`src/rtl/csmux_pkg.sv`:
```
`timescale 1ns/1ps
package csmux_pkg;

  localparam int FIELD_W = 5;
  localparam int SEL_W   = 3;
  localparam int DCODE_W = 2;
  localparam int DIV_W   = 3;

  typedef struct packed {
    logic [SEL_W-1:0]   src;
    logic [DCODE_W-1:0] dcode;
  } cons_field_t;

  // Divide-code decode; code 2 differs between the two table variants.
  function automatic logic [DIV_W-1:0] div_lookup(input logic [DCODE_W-1:0] code,
                                                  input bit ext);
    logic [DIV_W-1:0] d;
    case (code)
      2'd0:    d = 3'd1;
      2'd1:    d = 3'd4;
      2'd2:    d = ext ? 3'd3 : 3'd1;
      default: d = 3'd2;
    endcase
    return d;
  endfunction

endpackage

```
`src/rtl/csmux_reg.sv`:
```
`timescale 1ns/1ps
module csmux_reg #(
  parameter int NUM_CONS = 6,
  parameter int REG_W    = 32
) (
  input  logic                                   clk,
  input  logic                                   rst_n,
  input  logic                                   wr_en,
  input  logic [REG_W-1:0]                       wr_data,
  output logic [NUM_CONS*csmux_pkg::FIELD_W-1:0] cfg_o,
  output logic [REG_W-1:0]                       rd_data
);
  localparam int FIELDS_W = NUM_CONS * csmux_pkg::FIELD_W;

  logic [FIELDS_W-1:0] cfg_q, cfg_d;
  logic                unused_hi;

  assign unused_hi = ^wr_data[REG_W-1:FIELDS_W];

  always_comb begin
    cfg_d = cfg_q;
    if (wr_en) cfg_d = wr_data[FIELDS_W-1:0];
  end

  always_ff @(posedge clk or negedge rst_n) begin
    if (!rst_n)     cfg_q <= '0;
    else if (wr_en) cfg_q <= cfg_d;
  end

  assign cfg_o   = cfg_q;
  assign rd_data = REG_W'(cfg_q);

  AST_REG_WRITE_VISIBLE: assert property (@(posedge clk) disable iff (!rst_n)
    wr_en |=> rd_data == REG_W'($past(wr_data[FIELDS_W-1:0])));

endmodule

```
`src/rtl/csmux_sel.sv`:
```
`timescale 1ns/1ps
module csmux_sel #(
  parameter int NUM_FG = 6
) (
  input  logic [csmux_pkg::SEL_W-1:0] sel,
  input  logic                        aux_en,
  input  logic [NUM_FG-1:0]           fg_en,
  output logic                        src_en,
  output logic                        active_o
);
  localparam int FG_BASE = 2;

  always_comb begin
    src_en = 1'b0;
    if (sel == 3'd1) src_en = aux_en;
    for (int g = 0; g < NUM_FG; g++) begin
      if (int'(sel) == g + FG_BASE) src_en = fg_en[g];
    end
  end

  assign active_o = (sel != '0);

endmodule

```
`src/rtl/csmux_div.sv`:
```
`timescale 1ns/1ps
module csmux_div #(
  parameter bit EXT_DIV = 1'b1
) (
  input  logic                          clk,
  input  logic                          rst_n,
  input  logic                          src_active,
  input  logic                          src_en,
  input  logic [csmux_pkg::DCODE_W-1:0] dcode,
  input  logic                          restart,
  output logic                          pulse_o
);
  import csmux_pkg::*;

  localparam int CNT_W = 2;

  logic [DIV_W-1:0] div;
  logic [CNT_W-1:0] cnt_q, cnt_d;
  logic             pulse_q, pulse_d;
  logic             cnt_ld;
  logic             at_last;

  assign div     = div_lookup(dcode, EXT_DIV);
  assign at_last = ({1'b0, cnt_q} == (div - 3'd1));
  assign cnt_ld  = restart || !src_active || src_en;

  always_comb begin
    cnt_d   = cnt_q;
    pulse_d = 1'b0;
    if (restart || !src_active) begin
      cnt_d = '0;
    end else if (src_en) begin
      if (at_last) begin
        cnt_d   = '0;
        pulse_d = 1'b1;
      end else begin
        cnt_d = cnt_q + 2'd1;
      end
    end
  end

  always_ff @(posedge clk or negedge rst_n) begin
    if (!rst_n)      cnt_q <= '0;
    else if (cnt_ld) cnt_q <= cnt_d;
  end

  always_ff @(posedge clk or negedge rst_n) begin
    if (!rst_n) pulse_q <= 1'b0;
    else        pulse_q <= pulse_d;
  end

  assign pulse_o = pulse_q;

  AST_DIV_IDLE_LOW: assert property (@(posedge clk) disable iff (!rst_n)
    !src_active |=> !pulse_o);
  AST_DIV_PULSE_HAS_SRC: assert property (@(posedge clk) disable iff (!rst_n)
    pulse_o |-> $past(src_en));
  AST_DIV_BY_ONE_PASS: assert property (@(posedge clk) disable iff (!rst_n)
    (src_active && src_en && !restart && div == 3'd1) |=> pulse_o);
  AST_DIV_CNT_BELOW: assert property (@(posedge clk) disable iff (!rst_n)
    {1'b0, cnt_q} < div);

endmodule

```
`src/rtl/clk_consumer_mux.sv`:
```
`timescale 1ns/1ps
module clk_consumer_mux #(
  parameter int NUM_CONS = 6,
  parameter int NUM_FG   = 6,
  parameter int REG_W    = 32,
  parameter bit EXT_DIV  = 1'b1
) (
  input  logic                clk,
  input  logic                rst_n,
  input  logic                cfg_wr,
  input  logic [REG_W-1:0]    cfg_wdata,
  output logic [REG_W-1:0]    cfg_rdata,
  input  logic                aux_tick,
  input  logic [NUM_FG-1:0]   fg_tick,
  output logic [NUM_CONS-1:0] cons_tick,
  output logic [NUM_CONS-1:0] cons_on
);
  import csmux_pkg::*;

  localparam int FIELDS_W = NUM_CONS * FIELD_W;

  logic [FIELDS_W-1:0] cfg;

  csmux_reg #(.NUM_CONS(NUM_CONS), .REG_W(REG_W)) u_reg (
    .clk     (clk),
    .rst_n   (rst_n),
    .wr_en   (cfg_wr),
    .wr_data (cfg_wdata),
    .cfg_o   (cfg),
    .rd_data (cfg_rdata)
  );

  for (genvar i = 0; i < NUM_CONS; i++) begin : g_cons
    cons_field_t fld;
    logic        src_en;
    logic        active;

    assign fld = cons_field_t'(cfg[i*FIELD_W +: FIELD_W]);

    csmux_sel #(.NUM_FG(NUM_FG)) u_sel (
      .sel      (fld.src),
      .aux_en   (aux_tick),
      .fg_en    (fg_tick),
      .src_en   (src_en),
      .active_o (active)
    );

    csmux_div #(.EXT_DIV(EXT_DIV)) u_div (
      .clk        (clk),
      .rst_n      (rst_n),
      .src_active (active),
      .src_en     (src_en),
      .dcode      (fld.dcode),
      .restart    (cfg_wr),
      .pulse_o    (cons_tick[i])
    );

    assign cons_on[i] = active;
  end

  AST_WRITE_SILENCES: assert property (@(posedge clk) disable iff (!rst_n)
    cfg_wr |=> cons_tick == '0);
  AST_TICK_NEEDS_ON: assert property (@(posedge clk) disable iff (!rst_n)
    (cons_tick & ~$past(cons_on)) == '0);

endmodule

```
`config.mk`:
```
export PLATFORM = sky130hd
export DESIGN_NAME = clk_consumer_mux
export DESIGN_NICKNAME = d
export VERILOG_FILES = /design/src/rtl/csmux_pkg.sv /design/src/rtl/csmux_reg.sv /design/src/rtl/csmux_sel.sv /design/src/rtl/csmux_div.sv /design/src/rtl/clk_consumer_mux.sv
export SDC_FILE = /design/constraint.sdc
export NUM_CORES = 1
export LEC_CHECK = 0
export CAP_MARGIN = 20
export CORE_ASPECT_RATIO = 1.4
export CORE_MARGIN = 3
export CORE_UTILIZATION = 40
export CTS_BUF_LIST = sky130_fd_sc_hd__clkbuf_2
export CTS_CLUSTER_DIAMETER = 50
export DETAILED_ROUTE_END_ITERATION = 10
export GPL_ROUTABILITY_DRIVEN = 0
export PLACE_DENSITY = 0.67
export SLEW_MARGIN = 20
export SYNTH_ARGS = -nofsm -noshare
export SYNTH_HDL_FRONTEND = slang
export SYNTH_SLANG_ARGS = --single-unit
```
`constraint.sdc`:
```
create_clock -name clk -period 2.5 [get_ports clk]
set_input_delay 0.5 -clock clk [delete_from_list [all_inputs] [get_ports clk]]
set_output_delay 0.5 -clock clk [all_outputs]
set_load 0.02 [all_outputs]
```
* Word level (Yosys, flattened, before mapping)
Cells that the tools add are included.
** Word-level totals
- Register bits after elaboration :: 48
- Input port bits :: 42
- Output and inout port bits :: 44
- Logic and storage cells :: 211
** Operators by class
- $add $sub $neg :: 12
- Equal/unequal tests :: 60
- Multiplexer cells :: 84
- Reduce and logical (&&, ||, !) cells :: 42
** Operator list (count)
- equality test 3 bit (second input constant) :: 24
- two-way mux 1 bit :: 60
- case mux 3 bit (3 select lines) :: 6
- equality test 3 x 1 -> 1 bit (second input constant) :: 12
- two-way mux 2 bit :: 18
- equality test 2 x 3 -> 1 bit :: 6
- equality test 3 x 2 -> 1 bit (second input constant) :: 6
- nonzero test 3 bit :: 6
- subtractor 3 x 1 -> 3 bit (second input constant) :: 6
- adder 2 x 1 -> 2 bit (second input constant) :: 6
- equality test 2 x 1 -> 1 bit (second input constant) :: 6
- equality test 2 bit (second input constant) :: 6
- logical NOT 2 bit :: 6
- logical OR 1 bit :: 12
- AND reduction 2 bit :: 6
- nonzero test 2 bit :: 6
- logical NOT 1 bit :: 6

* Logic depth before layout (Yosys ltp)
Gate-level depths: netlist (run 1).
- Depth after elaboration :: 10
- Depth in mapped cells :: 7
- Gate-level depth less buffers :: 7

* Modules after synthesis
A second synthesis (run 1) with hierarchy kept.
** Second synthesis, totals
- Cell total of the unflattened synthesis :: 270
- Area total of the unflattened synthesis :: 3145.5 um^2
** Modules (own cells, without submodules)
- csmux_reg :: instances 1, cells an instance 96, area an instance 1478.9 um^2, seq. area each 750.7 um^2
- csmux_div :: instances 6, cells an instance 22, area an instance 198.9 um^2, seq. area each 75.1 um^2
- csmux_sel :: instances 6, cells an instance 6, area an instance 71.3 um^2, seq. area each 0.0 um^2
- clk_consumer_mux :: instances 1, cells an instance 6, area an instance 45.0 um^2, seq. area each 0.0 um^2

* Least setup slack after synthesis (run 1)
Ideal clock, no wire load.
- Path kind :: register -> register
- Start :: reg u_reg.cfg_q[23], in the netlist u_reg.cfg_o[23]
- End :: reg g_cons[4].u_div.cnt_q[1]
- Library setup time :: 0.094 ns
- Data arrival time :: 1.849 ns
- Data required time :: 2.406 ns
- Slack :: 0.557 ns
- Stages on the path, launching flop included :: 7
- Path buffers :: 1
- Period minus slack after synthesis :: 1.943 ns
- Cells stage by stage :: dfrtp_1 > buf_6 > nor3b_4 > o31ai_4 > nand4_2 > or4b_1 > a211oi_1
** On the way
- Word-level cells in the longest chain between the ends :: 10
- Elaborated cells on any way between the ends :: 21
- Those cells by class :: eq/ne (7); mux (8); reduce/logical (6)
** RTL lines
- from (decl) :: line csmux_reg.sv:15 : logic [FIELDS_W-1:0] cfg_q, cfg_d;
- from (signal assigned) :: line csmux_reg.sv:27 : else if (wr_en) cfg_q <= cfg_d;
- equality test 3 x 1 -> 1 bit :: line csmux_sel.sv:15 : if (sel == 3'd1) src_en = aux_en;
- two-way mux 1 bit :: line csmux_sel.sv:15
- two-way mux 1 bit (6 in series) :: line csmux_sel.sv:17 : if (int'(sel) == g + FG_BASE) src_en = fg_en[g];
- nonzero test 2 bit (no line) or logical OR 1 bit (tied branches)
- AND reduction 2 bit (no line)
- to (signal assigned) :: line csmux_div.sv:44 : else if (cnt_ld) cnt_q <= cnt_d;
- to (decl) :: line csmux_div.sv:18 : logic [CNT_W-1:0] cnt_q, cnt_d;
Several ways; a longest one is shown, not always the timed one.
A chain may end at the register's enable or synchronous reset.

* Worst setup path in the final report (run 1)
- Start :: reg u_reg.cfg_q[9], in the netlist u_reg.cfg_o[9]
- End :: out cons_on[1]
** On the way
- Word-level cells in the longest chain between the ends :: 1
** RTL lines
- nonzero test 3 bit :: line csmux_sel.sv:21 : assign active_o = (sel != '0);
- to (decl) :: line clk_consumer_mux.sv:16 : output logic [NUM_CONS-1:0] cons_on
Every way passes these cells.

==> metrics.txt, run 1 <==
status complete, no violations; P_int 1.38 mW; Ys Warns 0; n_diodes 0; period utilisation layout 0.952; most used flip-flop cell after synthesis dfrtp_1; Clock H-tree levels 2; ratio of cells with drive above 1 in the final layout 0.165; EDFF count, synth 0; Layout fillers 612; clk buf depth 2; IO buf count 81; CP Class reg -> out; # DRC 0; chip height 104 µm; average size of a mapped cell 10.3 µm²; CTS buffer count 5; Overflow after GRT 0; FF-to-FF path depth 5; Starting Density 0.414; worst flop-to-flop path startpoint u_reg.cfg_o[19]$_DFFE_PN0P_; Post-synth top cells dfrtp_1, mux2_2, nor2_1, nor3_1, inv_1; crit-path max FO 6; CP max stage cell clkdlybuf4s50_1; Synth top area share 0.438; Die Wd 76.0 µm; drt wl/cell 14.1 µm; VDD IR max 389 µV; top-count cell post-synth dfrtp_1; CP endpoint kind output port; NetSw 0.688 mW; vias in the first global route 2,248; Worst-path clk slew 0.27 ns; RSZ-0062 raised after global routing false; power density cells 559 nW/µm²; clk sinks 48; combinational group share of total power 0.320; Cell variety after synth 52; setup slack at placement 0.0108 ns; Layout area overhead 34.9%; Least-Margin Pin Slew 0.636 ns; Final #Nets 392; f_max 0.420 GHz; Total Power 2.07 mW; post-CTS setup buffer count 0; Final Max Tran Viols 0; Yosys reg bits 48; Worst Path Required 2.00 ns; first-pass GRT wire length 10.7 mm; setup violators final 0; Clock Latency Late Sink 0.44 ns; CTS root buffer clkbuf_2; Avg Vias per Cell 5.14; RR Endpoint g_cons[3].u_div.cnt_q[1]$_DFFE_PN0P_; crit path DAT 1.88 ns; largest area contributor in the netlist dfrtp_1; GR Util All Layers 0.163; hpwl dp 4.62 mm; First-pass DRT Iterations 4; Total Wirelength 6.18 mm; largest net degree at the start of global routing 30; Core Box Area 6610 µm²; Lkg Pwr 1.55 nW; via count 2,244; DRT iter0 DRCs 106; R2R setup slack 0.58 ns; DRT antenna net count 0; final hold vios 0; CP max stage delay 0.55 ns; Final Skew 0.0292 ns; maxcap violations 0; final worst setup slack 0.120 ns; Worst slew margin 0.576; Clock power frac 0.207; HP Class in -> async; post-synthesis sequential area ratio 0.438; TritonCTS clock tree built; Sw Ratio 0.333; synthesized area 2740 µm²; Setup TNS 0 ns; critical-path cell list or3_1 > clkdlybuf4s50_1; Syn Inst Count 267; largest cells by area after synthesis dfrtp_1, mux2_2, buf_4; Worst setup SP type flop; crit path time final 2.38 ns; die area 7890 µm²; antenna violations before repair 0; share of flip-flops with an asynchronous set or reset 1.00; Flop pwr share 0.473; Site Rows 35; Top Ports 86
-- stage by stage --
stage                      util  hold WS, ns  cell area, µm²  std cells
after floorplan               -        0.204            2740        268
after global placement    0.545        0.541            3600        429
after detailed placement  0.545        0.556            3600        429
after CTS                 0.556       0.0164            3670        437
after global routing      0.559       0.0209            3700        437
final                     0.559       0.0278            3700        437
-- cells in the final DEF (no fill, tap or decap), types with 6 or more instances in the layout --
cell	count
dfrtp_1	45
ha_1	6
buf_4	8
clkdlybuf4s50_1	78
xor2_1	6
nand2_1	14
inv_1	15
mux2i_1	8
mux2_2	24
o21ai_0	12
nor2_1	22
nor3_1	14
a21oi_1	8
-- sequential cells by signal (all words and copies together), names as in the netlist --
signal / cells
u_reg.cfg_o: 30
g_cons.u_div.cnt_q: 12
g_cons.u_div.pulse_o: 6
-- metal layers --
metal	global-route usage	vias up	wire length, µm
met4	0.0557	0	80
met3	0.0321	5	228
met1	0.203	1096	2720
li1	-	1095	-
met5	0	-	0
met2	0.283	48	3160
-- how the worst max path moves through the flow --
stage                                           start                              endpoint  slack, ns
after floorplan           u_reg.cfg_o[23]$_DFFE_PN0P_  g_cons[4].u_div.cnt_q[1]$_DFFE_PN0P_       0.56
after global placement                     fg_tick[5]  g_cons[4].u_div.cnt_q[1]$_DFFE_PN0P_       0.06
after detailed placement                   fg_tick[5]  g_cons[4].u_div.cnt_q[1]$_DFFE_PN0P_       0.01
after CTS                 u_reg.cfg_o[14]$_DFFE_PN0P_                            cons_on[2]       0.03
after global routing       u_reg.cfg_o[8]$_DFFE_PN0P_                            cons_on[1]      0.004
final                      u_reg.cfg_o[9]$_DFFE_PN0P_                            cons_on[1]       0.12
-- power by group through the flow --
| stage | Clock [mW] | Sequential, mW | Combinational (mW) |
|---|---|---|---|
| 5_1_grt | 0.475 | 0.999 | 0.725 |
| 4_1_cts | 0.445 | 0.975 | 0.668 |
| 6_report | 0.428 | 0.979 | 0.660 |
| 3_5_place_dp | 0 | 0.987 | 0.665 |
| 2_1_floorplan | 0 | 1.01 | 0.362 |
| 3_3_place_gp | 0 | 0.981 | 0.653 |
-- logic make-up after synthesis --
group	Yosys count	share of synthesized area
AND/OR/NAND/NOR	88	0.181
AO/OA/AOI/OAI	48	0.121
multiplexers	34	0.140
XOR/XNOR	6	0.0192
flip-flops	48	0.438
other	1	0.00137
buffers and inverters	36	0.0712
adder cells (fa/ha/maj)	6	0.0274
-- final cells by class --
| class | count | area, µm² | share of cell area |
|---|---|---|---|
| multi-input cells | 184 | 1370 | 0.370 |
| well taps | 92 | 115 | 0.0311 |
| repair buffers | 90 | 883 | 0.239 |
| flip-flops and latches | 48 | 1200 | 0.326 |
| clock buffers | 5 | 25.0 | 0.00677 |
| clock inverters | 3 | 42.5 | 0.0115 |
| inverters | 15 | 56.3 | 0.0152 |
-- what timing repair did --
action	in CTS	in global routing
cloned	0	0
endpoints found under the setup margin	1	6
hold buffers	0	0
endpoints found under the hold margin	0	0
gates resized for setup	1	7
-- critical path: cells and delay by family, from the launching register on --
family,cells,cell delay (ns)
buffers and inverters,1,0.55
DFF,1,0.50
and+or+nand+nor,1,0.42
Note: power is estimated with default switching activity, not from simulation.
==> run 2: changes to the inputs <==
--- a/config.mk
+++ b/config.mk
@@ -5,14 +5,13 @@
 export SDC_FILE = /design/constraint.sdc
 export NUM_CORES = 1
 export LEC_CHECK = 0
-export CAP_MARGIN = 20
+export CAP_MARGIN = 0
 export CORE_ASPECT_RATIO = 1.4
 export CORE_MARGIN = 3
 export CORE_UTILIZATION = 40
 export CTS_BUF_LIST = sky130_fd_sc_hd__clkbuf_2
 export CTS_CLUSTER_DIAMETER = 50
 export DETAILED_ROUTE_END_ITERATION = 10
-export GPL_ROUTABILITY_DRIVEN = 0
 export PLACE_DENSITY = 0.67
 export SLEW_MARGIN = 20
 export SYNTH_ARGS = -nofsm -noshare
==> results of run 2 <==
The final DEF is identical to that of run 1; final timing and power are the same.
